File: config.mk
export PLATFORM = sky130hd
export DESIGN_NAME = fpcmp_unit
export DESIGN_NICKNAME = d
export VERILOG_FILES = /design/src/rtl/fpcmp_pkg.sv /design/src/rtl/fpcmp_classify.sv /design/src/rtl/fpcmp_order.sv /design/src/rtl/fpcmp_select.sv /design/src/rtl/fpcmp_unit.sv
export SDC_FILE = /design/constraint.sdc
export NUM_CORES = 1
export LEC_CHECK = 0
export BUFFER_PORTS_ARGS = -buffer_cell sky130_fd_sc_hd__buf_2
export CORE_MARGIN = 3
export CORE_UTILIZATION = 47
export DETAILED_ROUTE_END_ITERATION = 8
export PLACE_DENSITY = 0.95
export SYNTH_ARGS = -nofsm -noshare
export SYNTH_HDL_FRONTEND = slang
export SYNTH_SLANG_ARGS = --single-unit
File: constraint.sdc
create_clock -name clk -period 6.8 [get_ports clk]
set_input_delay 1.36 -clock clk [delete_from_list [all_inputs] [get_ports clk]]
set_output_delay 1.36 -clock clk [all_outputs]
set_load 0.01 [all_outputs]
File: src/rtl/fpcmp_pkg.sv
package fpcmp_pkg;
   // relation bundle produced by the ordering stage
   typedef struct packed {
      logic lt;
      logic eq;
      logic un;
   } fpcmp_rel_t;

   localparam int CODE_W = 4;
   localparam int SIG_BIT = 3;
endpackage

File: src/rtl/fpcmp_classify.sv
module fpcmp_classify #(
   parameter int EXP_W  = 8,
   parameter int FRAC_W = 23,
   localparam int W     = 1 + EXP_W + FRAC_W
) (
   input  logic [W-1:0] val,
   output logic         sign,
   output logic [W-2:0] mag,
   output logic         is_zero,
   output logic         is_nan,
   output logic         is_snan
);
   logic [EXP_W-1:0]  exp_f;
   logic [FRAC_W-1:0] frac_f;

   always_comb begin
      sign    = val[W-1];
      mag     = val[W-2:0];
      exp_f   = val[W-2 -: EXP_W];
      frac_f  = val[FRAC_W-1:0];
      is_zero = (mag == '0);
      is_nan  = (&exp_f) && (frac_f != '0);
      is_snan = is_nan && !frac_f[FRAC_W-1];
   end
endmodule

File: src/rtl/fpcmp_order.sv
module fpcmp_order
   import fpcmp_pkg::*;
#(
   parameter int MAG_W = 31
) (
   input  logic             sign_a,
   input  logic             sign_b,
   input  logic [MAG_W-1:0] mag_a,
   input  logic [MAG_W-1:0] mag_b,
   input  logic             zero_a,
   input  logic             zero_b,
   input  logic             nan_a,
   input  logic             nan_b,
   output fpcmp_rel_t       rel
);
   logic same_val;
   logic a_below;

   always_comb begin
      rel.un   = nan_a | nan_b;
      same_val = (zero_a & zero_b) | ((sign_a == sign_b) & (mag_a == mag_b));
      if (sign_a != sign_b)
         a_below = sign_a;
      else if (sign_a)
         a_below = (mag_a > mag_b);
      else
         a_below = (mag_a < mag_b);
      rel.eq = !rel.un & same_val;
      rel.lt = !rel.un & !same_val & a_below;
   end
endmodule

File: src/rtl/fpcmp_select.sv
module fpcmp_select
   import fpcmp_pkg::*;
(
   input  logic              [CODE_W-1:0] code,
   input  fpcmp_rel_t                     rel,
   input  logic                           any_nan,
   input  logic                           any_snan,
   output logic                           pred,
   output logic                           inv
);
   always_comb begin
      pred = (code[0] & rel.un) | (code[1] & rel.eq) | (code[2] & rel.lt);
      inv  = code[SIG_BIT] ? any_nan : any_snan;
   end
endmodule

File: src/rtl/fpcmp_unit.sv
module fpcmp_unit
   import fpcmp_pkg::*;
#(
   parameter int EXP_W  = 8,
   parameter int FRAC_W = 23,
   localparam int W     = 1 + EXP_W + FRAC_W
) (
   input  logic              clk,
   input  logic              rst,
   input  logic              in_valid,
   input  logic [W-1:0]      op_a,
   input  logic [W-1:0]      op_b,
   input  logic [CODE_W-1:0] cond,
   output logic              cond_bit,
   output logic              res_valid,
   output logic              invalid
);
   generate
      if (EXP_W < 2 || FRAC_W < 2) begin : g_bad_fmt
         $error("fpcmp_unit: EXP_W and FRAC_W must each be at least 2");
      end
   endgenerate

   logic [W-1:0] ops      [2];
   logic         sgn      [2];
   logic [W-2:0] mag      [2];
   logic         zro      [2];
   logic         nan      [2];
   logic         snan     [2];

   assign ops[0] = op_a;
   assign ops[1] = op_b;

   generate
      for (genvar i = 0; i < 2; i++) begin : g_cls
         fpcmp_classify #(.EXP_W(EXP_W), .FRAC_W(FRAC_W)) u_cls (
            .val     (ops[i]),
            .sign    (sgn[i]),
            .mag     (mag[i]),
            .is_zero (zro[i]),
            .is_nan  (nan[i]),
            .is_snan (snan[i])
         );
      end
   endgenerate

   fpcmp_rel_t rel;

   fpcmp_order #(.MAG_W(W-1)) u_ord (
      .sign_a (sgn[0]),
      .sign_b (sgn[1]),
      .mag_a  (mag[0]),
      .mag_b  (mag[1]),
      .zero_a (zro[0]),
      .zero_b (zro[1]),
      .nan_a  (nan[0]),
      .nan_b  (nan[1]),
      .rel    (rel)
   );

   logic pred_d;
   logic inv_d;

   fpcmp_select u_sel (
      .code     (cond),
      .rel      (rel),
      .any_nan  (nan[0] | nan[1]),
      .any_snan (snan[0] | snan[1]),
      .pred     (pred_d),
      .inv      (inv_d)
   );

   always_ff @(posedge clk) begin
      if (rst) begin
         cond_bit  <= 1'b0;
         res_valid <= 1'b0;
         invalid   <= 1'b0;
      end else begin
         res_valid <= in_valid;
         invalid   <= in_valid & inv_d;
         if (in_valid)
            cond_bit <= pred_d;
      end
   end
endmodule

=== After elaboration in Yosys (flattened, before gate mapping) ===
Cells that the tools add are included.

* Mux-type cells: 3
* Reductions and logical operators: 14
* Bitwise logic cells: 14
* Equality and inequality tests: 3
* Magnitude comparators: 2

{| class="wikitable"
|+ Operators with widths
! operator !! count
|-
| $logic_not A31 Y1 || 2
|-
| $reduce_bool A23 Y1 || 2
|-
| $eq A31 B31 Y1 || 1
|-
| $gt A31 B31 Y1 || 1
|-
| $lt A31 B31 Y1 || 1
|-
| $reduce_and A8 Y1 || 2
|-
| $and A1 B1 Y1 || 9
|-
| $or A1 B1 Y1 || 5
|-
| $logic_and A1 B1 Y1 || 4
|-
| $logic_not A1 Y1 || 4
|-
| $mux W1 || 3
|-
| $eq A1 B1 Y1 || 1
|-
| $ne A1 B1 Y1 || 1
|}

* Output and inout bits: 3
* Register bits: 3
* Word-level logic and storage cells: 39

=== Depth between registers and ports, before layout ===
Gate-level depths: netlist (run 1).

* Word-level depth: 8
* Mapped depth: 8
* Depth with buffers taken out: 8

=== By module ===
A second synthesis (run 1) with hierarchy kept.

* Cell total of the unflattened synthesis: 227
* Area, all modules: 1711.6 um^2

{| class="wikitable"
|+ By module, submodules not included
! module !! times used !! area an instance (um^2) !! seq. area each (um^2) !! cells an instance
|-
| fpcmp_order || 1 || 872.1 || 0.0 || 119
|-
| fpcmp_classify || 2 || 354.1 || 0.0 || 48
|-
| fpcmp_unit || 1 || 106.4 || 60.1 || 9
|-
| fpcmp_select || 1 || 25.0 || 0.0 || 3
|}

=== Worst setup path before layout (run 1) ===
OpenSTA, ideal clock, no wires.

* Path kind: input to register
* Start point: input op_b[18]
* End point: register cond_bit
* Stages on the path: 8
* Setup slack: 3732 ps
* Arrival: 2949 ps
* Data required time: 6680 ps
* Setup time: 120 ps
* Cells stage by stage: inv_1 -> ha_1 -> a21oi_2 -> o21ai_1 -> a221o_1 -> a2111oi_4 -> a2111oi_1 -> a211o_1

* Word-level cells in the longest chain between the ends: 8
* Elaborated cells between the ends (all ways): 22

{| class="wikitable"
|+ RTL lines
! item !! line !! RTL
|-
| start: declaration || fpcmp_unit.sv:12 || <nowiki>input logic [W-1:0] op_b,</nowiki>
|-
| parallel branches: the longest is 7 deep, another holds $lt A31 B31 Y1 || - ||
|-
| $or A1 B1 Y1 (*) || fpcmp_select.sv:12 || <nowiki>pred = (code[0] & rel.un) | (code[1] & rel.eq) | (code[2] & rel.lt);</nowiki>
|-
| end signal: assignment || fpcmp_unit.sv:82 || <nowiki>cond_bit <= pred_d;</nowiki>
|-
| end: declaration || fpcmp_unit.sv:14 || <nowiki>output logic cond_bit,</nowiki>
|}

Mark *: on every way between the ends.
A chain may end at the register's enable or synchronous reset.

=== Final worst setup path (run 1) ===
* Start point: input op_a[16]
* End point: register cond_bit

* Word-level cells in the longest chain between the ends: 8
* Elaborated cells between the ends (all ways): 22

{| class="wikitable"
|+ RTL lines
! item !! line !! RTL
|-
| start: declaration || fpcmp_unit.sv:11 || <nowiki>input logic [W-1:0] op_a,</nowiki>
|-
| parallel branches: the longest is 7 deep, another holds $lt A31 B31 Y1 || - ||
|-
| $or A1 B1 Y1 (*) || fpcmp_select.sv:12 ||
|}

Marks and branches as above.

==> flow_results.org, run 1 <==
** Placed design
- The number of placed instances, taps included, is 264.
- Once detailed placement completed, the half-perimeter wirelength came to 3.269 mm.
- In this run the tool buffered the top-level ports with 73 buffer cells.
- At the end of routability-driven placement, the weighted congestion stood at 0.8937.

** Timing
- The count of pins over their slew limit was 0.
- Timing-limited maximum frequency :: 0.3298 GHz
- In the final timing run, aggregate negative setup slack is 0 ns.
- In the finished design, the share of the clock period the worst path needs comes to 44.58%.
- Setup clock skew after layout :: 0 ns
- Setup violations remaining at the end of the flow were counted as 0.
- Setup repair after global routing left no endpoint under its margin.
- The routed design could run at a clock period as short as 3.032 ns.
- The worst pin sits at a relative slew slack of 68.04%.
- The final hold violation count was 0.
- Slew at the pin closest to its max-slew limit :: 0.4750 ns

** Routing
- Routed len/inst :: 13.24 um
- Vias per cell :: 5.649
- Final routed DRC violation total :: 0
- The first routing iteration left 75 violations.
- The pre-antenna-repair detailed-routing pass consisted of 4 iterations.
- The routed layout has 1,514 vias.
- The routed design has 3.548 mm of wire.
- In this run the remaining antenna-violating nets after routing total 0.

** Finish
- Total area of sequential cells :: 60.06 sq um
- Final cell count without fillers :: 268
- Number of antenna repair diodes :: 0
- Compared with the post-synthesis result, the final layout area differs by 35.71%.
- The layout has 209 filler cells.
- Of the cells placed in the final design, the portion with a size suffix greater than 1 is 34.17%.
- At the end of the flow, the number of nets in the layout was 343.
- In the final layout, the multi-input gates occupy 0.001007 sq mm.

** Synth
- In this run, distinct cell masters in the synthesized netlist total 34.
- Commonest cells post-synth :: sky130_fd_sc_hd__inv_1, sky130_fd_sc_hd__ha_1, sky130_fd_sc_hd__nand4_1, sky130_fd_sc_hd__nor4_1, sky130_fd_sc_hd__a21oi_1
- The synthesized design contains 0 enable-type register cells.
- Most common cell in the netlist :: sky130_fd_sc_hd__inv_1
- Synthesized Nets :: 265
- Sequential cell area fraction in the yosys report :: 5.026%
- Top post-synthesis cells by area :: sky130_fd_sc_hd__ha_1, sky130_fd_sc_hd__inv_1, sky130_fd_sc_hd__nand4_1
- Cell area after synthesis :: 0.001195 sq mm
- Counting flops and latches in the post-synthesis netlist gives 3.
- Yosys top cell area share :: 32.46%
- The cell count after synthesis came out at 163.
- Summed over all instances, the cell type with the most area after synthesis is sky130_fd_sc_hd__ha_1.
- Synthesized area divided by synthesized cell count :: 7.331 sq um
- Async SR Flop Fraction :: 0%
- Prevailing post-synth register cell :: sky130_fd_sc_hd__dfxtp_1
- During synthesis, Yosys emitted a total of 0 warnings.

** CTS
- CTS resizes :: 0
- Cell at the root of the clock tree :: sky130_fd_sc_hd__clkbuf_4
- Num CTS Buffers :: 3
- TritonCTS built the clock tree.
- Number of sinks handled by clock tree synthesis :: 3
- Buffer levels on the longest clock path :: 2
- In this run, post-CTS hold repair placed 0 buffers.
- The later pin in the worst-skew pair is clocked with a latency of 0.23 ns.
- CTS built an H-tree with a depth of 1.
- Once the clock tree was built, the setup fixing pass inserted 0 buffers.
- After clock tree synthesis, the clock-pin slew on the worst setup and hold paths is 0.04 ns.

** Status
- The flow ran to the end, and the final reports show no timing, DRC or antenna violations.

** Run
- Across the run, the number of max-cap violations was 0.

** Die
- The initial utilization of the core area, before any placement, comes to 51.54%.
- Standard-cell row count :: 17
- Full die area :: 0.003183 sq mm
- X dimension of the die :: 56.42 um
- Io pins :: 74
- The die is 56.42 um tall.
- Core region area :: 0.002318 sq mm

** Power and ir drop
- Leak Pwr :: 0.0009239 uW
- VDD sags by at most 0.1202 mV.
- Relative contribution of combinational cells to total power :: 60.7%
- The share of total power dissipated in sequential elements is 14.8%.
- Power density over the cells :: 79.61 mW/mm^2
- Net switching fraction of the power :: 39.13%
- Switching power :: 50.52 uW
- Cell internal pwr :: 78.57 uW
- Clock Power Share :: 24.5%

** GRT
- The number of global-route vias before repair was 1,520.
- Number of antenna violations at the first check in global routing :: 0
- The first global-routing pass estimated 6.072 mm of wire.
- Maximum number of pins on one net before global-route repair :: 6
- GR Util All Layers :: 22.64%
- Summed over all layers, the global routing overflow is 0.

** Setup path
- Element type at the critical path start :: input port
- Required time at the endpoint of the critical path :: 6.92 ns
- In this run the worst path has a maximum fanout of 2.
- The setup path with the least slack is of type input port to flip-flop.
- STA puts the critical path data arrival time at 3.15 ns.
- The worst setup path is captured at a flip-flop.

** Min path
- The tightest min-delay check is of the flip-flop to flip-flop type.
-- state kept, by name, indices dropped and copies added (netlist names) --
register   count
invalid        1
res_valid      1
cond_bit       1
-- layout make-up --
| cell class | instances | area share [%] |
|---|---|---|
| clock buffer | 4 | 1.620 |
| multi-input combinational | 126 | 62.11 |
| timing repair buffer | 73 | 22.53 |
| tap | 28 | 2.160 |
| inverter | 34 | 7.870 |
| sequential | 3 | 3.704 |
-- through the flow --
step / util, % / hold slack [ns] / worst slack [ns] / cell area (sq um) / power [uW]
floorplan: - / 0.7535 / 3.732 / 1195 / 59.87
global placement: 68.81 / 0.7649 / 3.560 / 1595 / 94.23
CTS: 69.94 / 0.7938 / 3.777 / 1622 / 129.6
finish: 69.94 / 0.7981 / 3.768 / 1622 / 129.1
global route: 69.94 / 0.8818 / 3.643 / 1622 / 143.1
detailed placement: 68.81 / 0.7803 / 3.539 / 1595 / 97.15
-- placed cells by master (no fill, tap or decap) --
cell type	count
sky130_fd_sc_hd__nor4_1	15
sky130_fd_sc_hd__nand4b_1	1
sky130_fd_sc_hd__o21a_1	1
sky130_fd_sc_hd__nor2b_1	1
sky130_fd_sc_hd__nand3b_1	1
sky130_fd_sc_hd__nor4_4	1
sky130_fd_sc_hd__o2111a_1	1
sky130_fd_sc_hd__a21o_1	2
sky130_fd_sc_hd__and2_2	1
sky130_fd_sc_hd__a211o_1	1
sky130_fd_sc_hd__nor3_1	5
sky130_fd_sc_hd__o21ai_0	1
sky130_fd_sc_hd__a2111oi_4	1
sky130_fd_sc_hd__nand2_1	8
sky130_fd_sc_hd__a21oi_2	1
sky130_fd_sc_hd__buf_2	73
sky130_fd_sc_hd__and4_1	1
sky130_fd_sc_hd__o21ai_1	3
sky130_fd_sc_hd__nor2_1	9
sky130_fd_sc_hd__dfxtp_1	3
sky130_fd_sc_hd__clkbuf_1	1
sky130_fd_sc_hd__a21boi_0	1
sky130_fd_sc_hd__o31a_1	2
sky130_fd_sc_hd__nand4_1	15
sky130_fd_sc_hd__a21oi_1	11
sky130_fd_sc_hd__or2_2	1
sky130_fd_sc_hd__o22ai_1	1
sky130_fd_sc_hd__xnor2_1	1
sky130_fd_sc_hd__a211oi_1	1
sky130_fd_sc_hd__nand3_1	4
sky130_fd_sc_hd__ha_1	31
sky130_fd_sc_hd__clkbuf_4	3
sky130_fd_sc_hd__a221o_1	1
sky130_fd_sc_hd__a2111oi_1	1
sky130_fd_sc_hd__inv_1	34
sky130_fd_sc_hd__a21boi_1	1
sky130_fd_sc_hd__o41ai_4	1
-- routing by layer --
metal | global-route usage (%) | vias up | routed length [um]
met5 | 0 | - | 0
met4 | 4.068 | 0 | 44
met3 | 5.977 | 8 | 352
met2 | 40.92 | 73 | 1697
met1 | 26.60 | 666 | 1453
li1 | - | 767 | -
-- kinds of logic (layout without fill, tap and decap cells) --
logic type | count (synthesis) | after routing | synth area share, %
compound gates | 31 | 31 | 20.73
xor+xnor | 1 | 1 | 0.7331
fa+ha+maj | 31 | 31 | 32.46
buf+inv | 34 | 111 | 10.68
flops | 3 | 3 | 5.026
simple gates | 63 | 63 | 30.37
-- worst max-delay path, cell delays in order --
cell	delay, ns
sky130_fd_sc_hd__buf_2	0.11
sky130_fd_sc_hd__ha_1	0.30
sky130_fd_sc_hd__a21oi_1	0.15
sky130_fd_sc_hd__o21ai_1	0.07
sky130_fd_sc_hd__a221o_1	0.39
sky130_fd_sc_hd__a2111oi_4	0.36
sky130_fd_sc_hd__a2111oi_1	0.13
sky130_fd_sc_hd__a211o_1	0.27
-- worst paths after layout --
check                start       end  slack [ns]  cells past startpoint
setup reg to reg  cond_bit  cond_bit        5.51                      6
hold reg to reg   cond_bit  cond_bit        0.80                      4
setup / recovery  op_a[16]  cond_bit        3.77                      8
hold / removal    cond_bit  cond_bit        0.80                      4
-- power groups by stage --
stage | Sequential [uW] | Combinational (uW) | Clock (uW)
finish | 19.1 | 78.3 | 31.7
detailed placement | 19.3 | 77.8 | 0
global placement | 19.3 | 74.9 | 0
CTS | 19.1 | 78.3 | 32.2
floorplan | 19.7 | 40.2 | 0
global route | 19.1 | 89.0 | 35.0
No activity file was read; power rests on OpenSTA's default activity.
==> run 2, diff against run 1 <==
ABC_AREA = 1   (was not set)
CORE_UTILIZATION = 46   (was 47)
PLACE_DENSITY = 0.9   (was 0.95)
clock period = 3 ns   (was 6.8 ns; I/O delays follow)
==> flow_results.org, run 2 <==
** Timing
- Setup repair after global routing missed its margin: no (unchanged).
- Final number of hold-violating endpoints :: 0 (unchanged)
- The actual transition at the worst max-transition pin is 0.1691 ns (was 0.4750 ns).
- Count of final setup violators :: 0 (unchanged)
- Static timing analysis puts the maximum clock frequency at 0.5517 GHz.
- The headroom to the max-slew limit is 88.69% (was 68.04%).
- Of the available clock period, the critical path in the final layout requires 60.42%.
- Worst path setup slack after routing :: 1.187 ns (was 3.768 ns)
- The count of pins over their slew limit came to 0 (unchanged).
- Setup clock skew after layout :: 0 ns (unchanged)
- Final sum of negative setup slack :: 0 ns (unchanged)
- Counting I/O delays and the setup requirement, the final critical path takes 1.813 ns.

** Routing
- The post-detailed-route count of antenna-violating nets is 0 (unchanged).
- The number of iterations in the first detailed-routing pass was 4 (unchanged).
- Initial detailed-routing violation count :: 41 (was 75)
- The detailed-route vias per instance is 4.782 (was 5.649).
- The number of vias after detailed routing came to 1,736 (was 1,514).
- Final routed DRC violation total :: 0 (unchanged)
- Routed wire length :: 3.555 mm (was 3.548 mm)
- The post-detailed-route wirelength per cell was 9.793 um (was 13.24 um).

** Synth
- The yosys synthesis warning count was 0 (unchanged).
- The top-area cell type share of the netlist area came to 28.28% (was 32.46%).
- The post-synthesis share of cell area spent on full adders, half adders and majority gates is 28.28% (was 32.46%).
- Most common cell in the netlist :: sky130_fd_sc_hd__nand2_1 (was sky130_fd_sc_hd__inv_1)
- The count of flip-flops with a built-in enable after synthesis is 0 (unchanged).
- Synthesized flop and latch total :: 3 (unchanged)
- Sequential cell area fraction in the yosys report :: 4.380% (was 5.026%)
- Proportion of synthesized area in mux cells :: 0% (unchanged)
- The number of nets in the synthesized netlist is 357 (was 265).
- The distinct cell type count after synthesis came to 20 (was 34).
- Synthesized area divided by synthesized cell count :: 5.378 sq um (was 7.331 sq um)
- The instance count of the mapped netlist came to 255 (was 163).
- Cell area after synthesis :: 0.001371 sq mm (was 0.001195 sq mm)
- Commonest cells post-synth: sky130_fd_sc_hd__nand2_1, sky130_fd_sc_hd__inv_1, sky130_fd_sc_hd__nor2_1 (was sky130_fd_sc_hd__inv_1, sky130_fd_sc_hd__ha_1, sky130_fd_sc_hd__nand4_1, sky130_fd_sc_hd__nor4_1, sky130_fd_sc_hd__a21oi_1).
- The dominant register cell in the synthesized netlist is sky130_fd_sc_hd__dfxtp_1 (unchanged).
- Post-Synth XOR/XNOR Area :: 0.6387% (was 0.7330%)
- The share of synthesized registers carrying an async set or reset was 0% (unchanged).
- Top post-synthesis cells by area: sky130_fd_sc_hd__ha_1, sky130_fd_sc_hd__nand2_1, sky130_fd_sc_hd__inv_1 (was sky130_fd_sc_hd__ha_1, sky130_fd_sc_hd__inv_1, sky130_fd_sc_hd__nand4_1).
- Synthesized-area fraction occupied by ao, oa, aoi and oai cells :: 7.117% (was 20.73%)
- The dominant combinational cell family by area after synthesis is simple AND/OR/NAND/NOR gates (was adder cells).
- The post-synthesis cell type with the largest combined area is sky130_fd_sc_hd__ha_1 (unchanged).
- The basic-gate share of the synthesized area counting and, or, nand and nor cells was 45.07% (was 30.37%).

** Placed design
- Detailed placer's ending HPWL :: 3.306 mm (was 3.269 mm)
- The total instance count after detailed placement is 359 (was 264).
- The weighted congestion reported at the end of routability-driven placement came to 0.8860 (was 0.8937).
- The number of buffers inserted by port buffering was 73 (unchanged).
- Minimum setup slack after placement :: 0.9372 ns (was 3.539 ns)

** Run
- The number of max-cap violations is 0 (unchanged).

** GRT
- Maximum number of pins on one net before global-route repair :: 5 (was 6)
- GR Util All Layers :: 19.67% (was 22.64%)
- Number of antenna violations at the first check in global routing :: 0 (unchanged)
- Global-route wire length before repair :: 5.692 mm (was 6.072 mm)
- The final global-route overflow total was 0 (unchanged).
- The number of global-route vias before repair came to 1,595 (was 1,520).

** Finish
- Most frequent standard cell in the layout excluding fill and tap cells :: sky130_fd_sc_hd__nand2_1 (was sky130_fd_sc_hd__buf_2)
- Largest registers: cond_bit (1), invalid (1), res_valid (1) (unchanged).
- The final instance count without filler cells was 363 (was 268).
- The total number of nets in the final design came to 435 (was 343).
- Top library cells by usage in the layout, fill and taps aside :: sky130_fd_sc_hd__nand2_1, sky130_fd_sc_hd__buf_2, sky130_fd_sc_hd__inv_1 (was sky130_fd_sc_hd__buf_2, sky130_fd_sc_hd__inv_1, sky130_fd_sc_hd__ha_1)
- The antenna diode count came to 0 (unchanged).
- Layout cells sized above 1 :: 25.60% (was 34.17%)
- The area growth from synthesis to layout is 31.39% (was 35.71%).

** Die
- The placeable core area came to 0.002805 sq mm (was 0.002318 sq mm).
- The overall die area is 0.003672 sq mm (was 0.003183 sq mm).
- The number of core rows is 19 (was 17).
- Starting density of the core :: 48.88% (was 51.54%)
- DIE HEIGHT :: 60.60 um (was 56.42 um)
- Io pins :: 74 (unchanged)
- The width of the chip came to 60.60 um (was 56.42 um).

** CTS
- H-Tree Depth :: 1 (unchanged)
- Cell at the root of the clock tree :: sky130_fd_sc_hd__clkbuf_4 (unchanged)
- The total number of clock tree sinks was 3 (unchanged).
- Clock edge transition at the registers on the reported setup and hold paths :: 0.04 ns (about the same)
- Worst-Skew Late Latency :: 0.25 ns (was 0.23 ns)
- Total setup buffers inserted after CTS :: 0 (unchanged)
- TritonCTS clock tree :: done (unchanged)
- The quantity of gates resized following cts is 0 (unchanged).
- Num CTS Buffers :: 3 (unchanged)
- Buffer levels on the longest clock path :: 2 (unchanged)
- # hold bufs at CTS :: 0 (unchanged)

** Min path
- Startpoint of the lowest-slack hold path :: rst (was cond_bit)
- The classification of the worst-slack hold path is input port to flip-flop (was flip-flop to flip-flop).
- The worst hold path cell count came to 2 (was 4).
- Worst Hold Endpoint :: res_valid (was cond_bit)

** Setup path
- The start-to-end type of the worst setup path is input port to flip-flop (unchanged).
- Worst-path maximum fanout :: 3 (was 2)
- Internal reg-to-reg setup slack :: 2.38 ns (was 5.51 ns)
- Element type at the critical path start :: input port (unchanged)
- Critical path endpoint category :: flip-flop (unchanged)
- The worst flop-to-flop path startpoint is cond_bit (unchanged).
- Arrival time at the worst endpoint :: 1.95 ns (was 3.15 ns)
- End of the worst register-to-register path :: cond_bit (unchanged)
- The critical path required time is 3.14 ns (was 6.92 ns).
- The worst reg-to-reg path cell count came to 2 (was 6).

** Status
- Status :: finished, final reports clean (unchanged)

** Power and ir drop
- Leak Pwr :: 0.001160 uW (was 0.0009239 uW)
- The largest vdd supply drop was 0.1499 mV (was 0.1202 mV).
- The power density normalized to cell area is 174.3 mW/mm^2 (was 79.61 mW/mm^2).
run 2: cell types whose count changed after synthesis, moves of 3 or more:
| cell | previous run | this run |
|---|---|---|
| sky130_fd_sc_hd__nor3_1 | 5 | 0 |
| sky130_fd_sc_hd__nand3_1 | 4 | 12 |
| sky130_fd_sc_hd__nor2_2 | 0 | 4 |
| sky130_fd_sc_hd__nand2_1 | 8 | 77 |
| sky130_fd_sc_hd__nor4_1 | 15 | 0 |
| sky130_fd_sc_hd__nor2_1 | 9 | 49 |
| sky130_fd_sc_hd__nand4_1 | 15 | 4 |
| sky130_fd_sc_hd__o21ai_1 | 3 | 0 |
| sky130_fd_sc_hd__inv_1 | 34 | 52 |
run 2: cell type report:
class / count / area [sq um]
Multi-Input combinational cell: 199 / 1112
Fill cell: 304 / 1003
Timing Repair Buffer: 73 / 365.4
Inverter: 53 / 198.9
Sequential cell: 3 / 60.06
Tap cell: 31 / 38.79
Clock buffer: 4 / 26.28
run 2: cell families after synthesis:
| family | count (synthesis) |
|---|---|
| compound gates | 17 |
| xor+xnor | 1 |
| fa+ha+maj | 31 |
| buf+inv | 53 |
| flops | 3 |
| simple gates | 150 |
run 2: worst max-delay path: stages:
cell and delay [ns]:
sky130_fd_sc_hd__buf_2 0.10, sky130_fd_sc_hd__inv_1 0.04, sky130_fd_sc_hd__ha_1 0.30, sky130_fd_sc_hd__nand2_1 0.08
sky130_fd_sc_hd__nor2_1 0.14, sky130_fd_sc_hd__nand2_1 0.10, sky130_fd_sc_hd__nor2_2 0.15, sky130_fd_sc_hd__nand3_1 0.09
sky130_fd_sc_hd__nand2_1 0.10, sky130_fd_sc_hd__nor2_1 0.05, sky130_fd_sc_hd__nand2_1 0.07, sky130_fd_sc_hd__inv_2 0.04
sky130_fd_sc_hd__nand2_2 0.05, sky130_fd_sc_hd__a21oi_2 0.05
run 2: report_power, final:
part / total [uW] / internal [uW] / switching (uW)
Combinational: 194 / 90.0 / 104
Clock: 77.4 / 50.2 / 27.1
Sequential: 42.8 / 42.1 / 0.689
Total: 314 / 182 / 132
run 2: metrics by stage:
step	power [uW]	instance area, sq um	hold WS [ns]	util (%)
2_1_floorplan	153.6	1371	0.5626	-
3_3_place_gp	230.3	1775	0.5112	63.29
3_5_place_dp	237.7	1775	0.5458	63.29
4_1_cts	319.3	1802	0.5204	64.23
5_1_grt	349.2	1802	0.5322	64.23
6_report	314.1	1802	0.5313	64.23
run 2: worst max path at each step:
| stage | startpoint | endpoint | slack [ns] | cells after the start |
|---|---|---|---|---|
| floorplan | op_b[30] | cond_bit | 1.21 | 13 |
| global placement | op_b[26] | cond_bit | 1.02 | 14 |
| detailed placement | op_b[26] | cond_bit | 0.94 | 14 |
| CTS | op_b[26] | cond_bit | 1.19 | 14 |
| global route | op_b[30] | cond_bit | 1.04 | 14 |
| finish | op_b[26] | cond_bit | 1.19 | 14 |
run 2: per-layer routing:
layer	GRT usage (%)	up-vias	wire, um
met1	21.39	742	1469
met3	2.553	5	172
met2	39.24	47	1877
li1	-	942	-
met4	4.954	0	36
met5	0	-	0
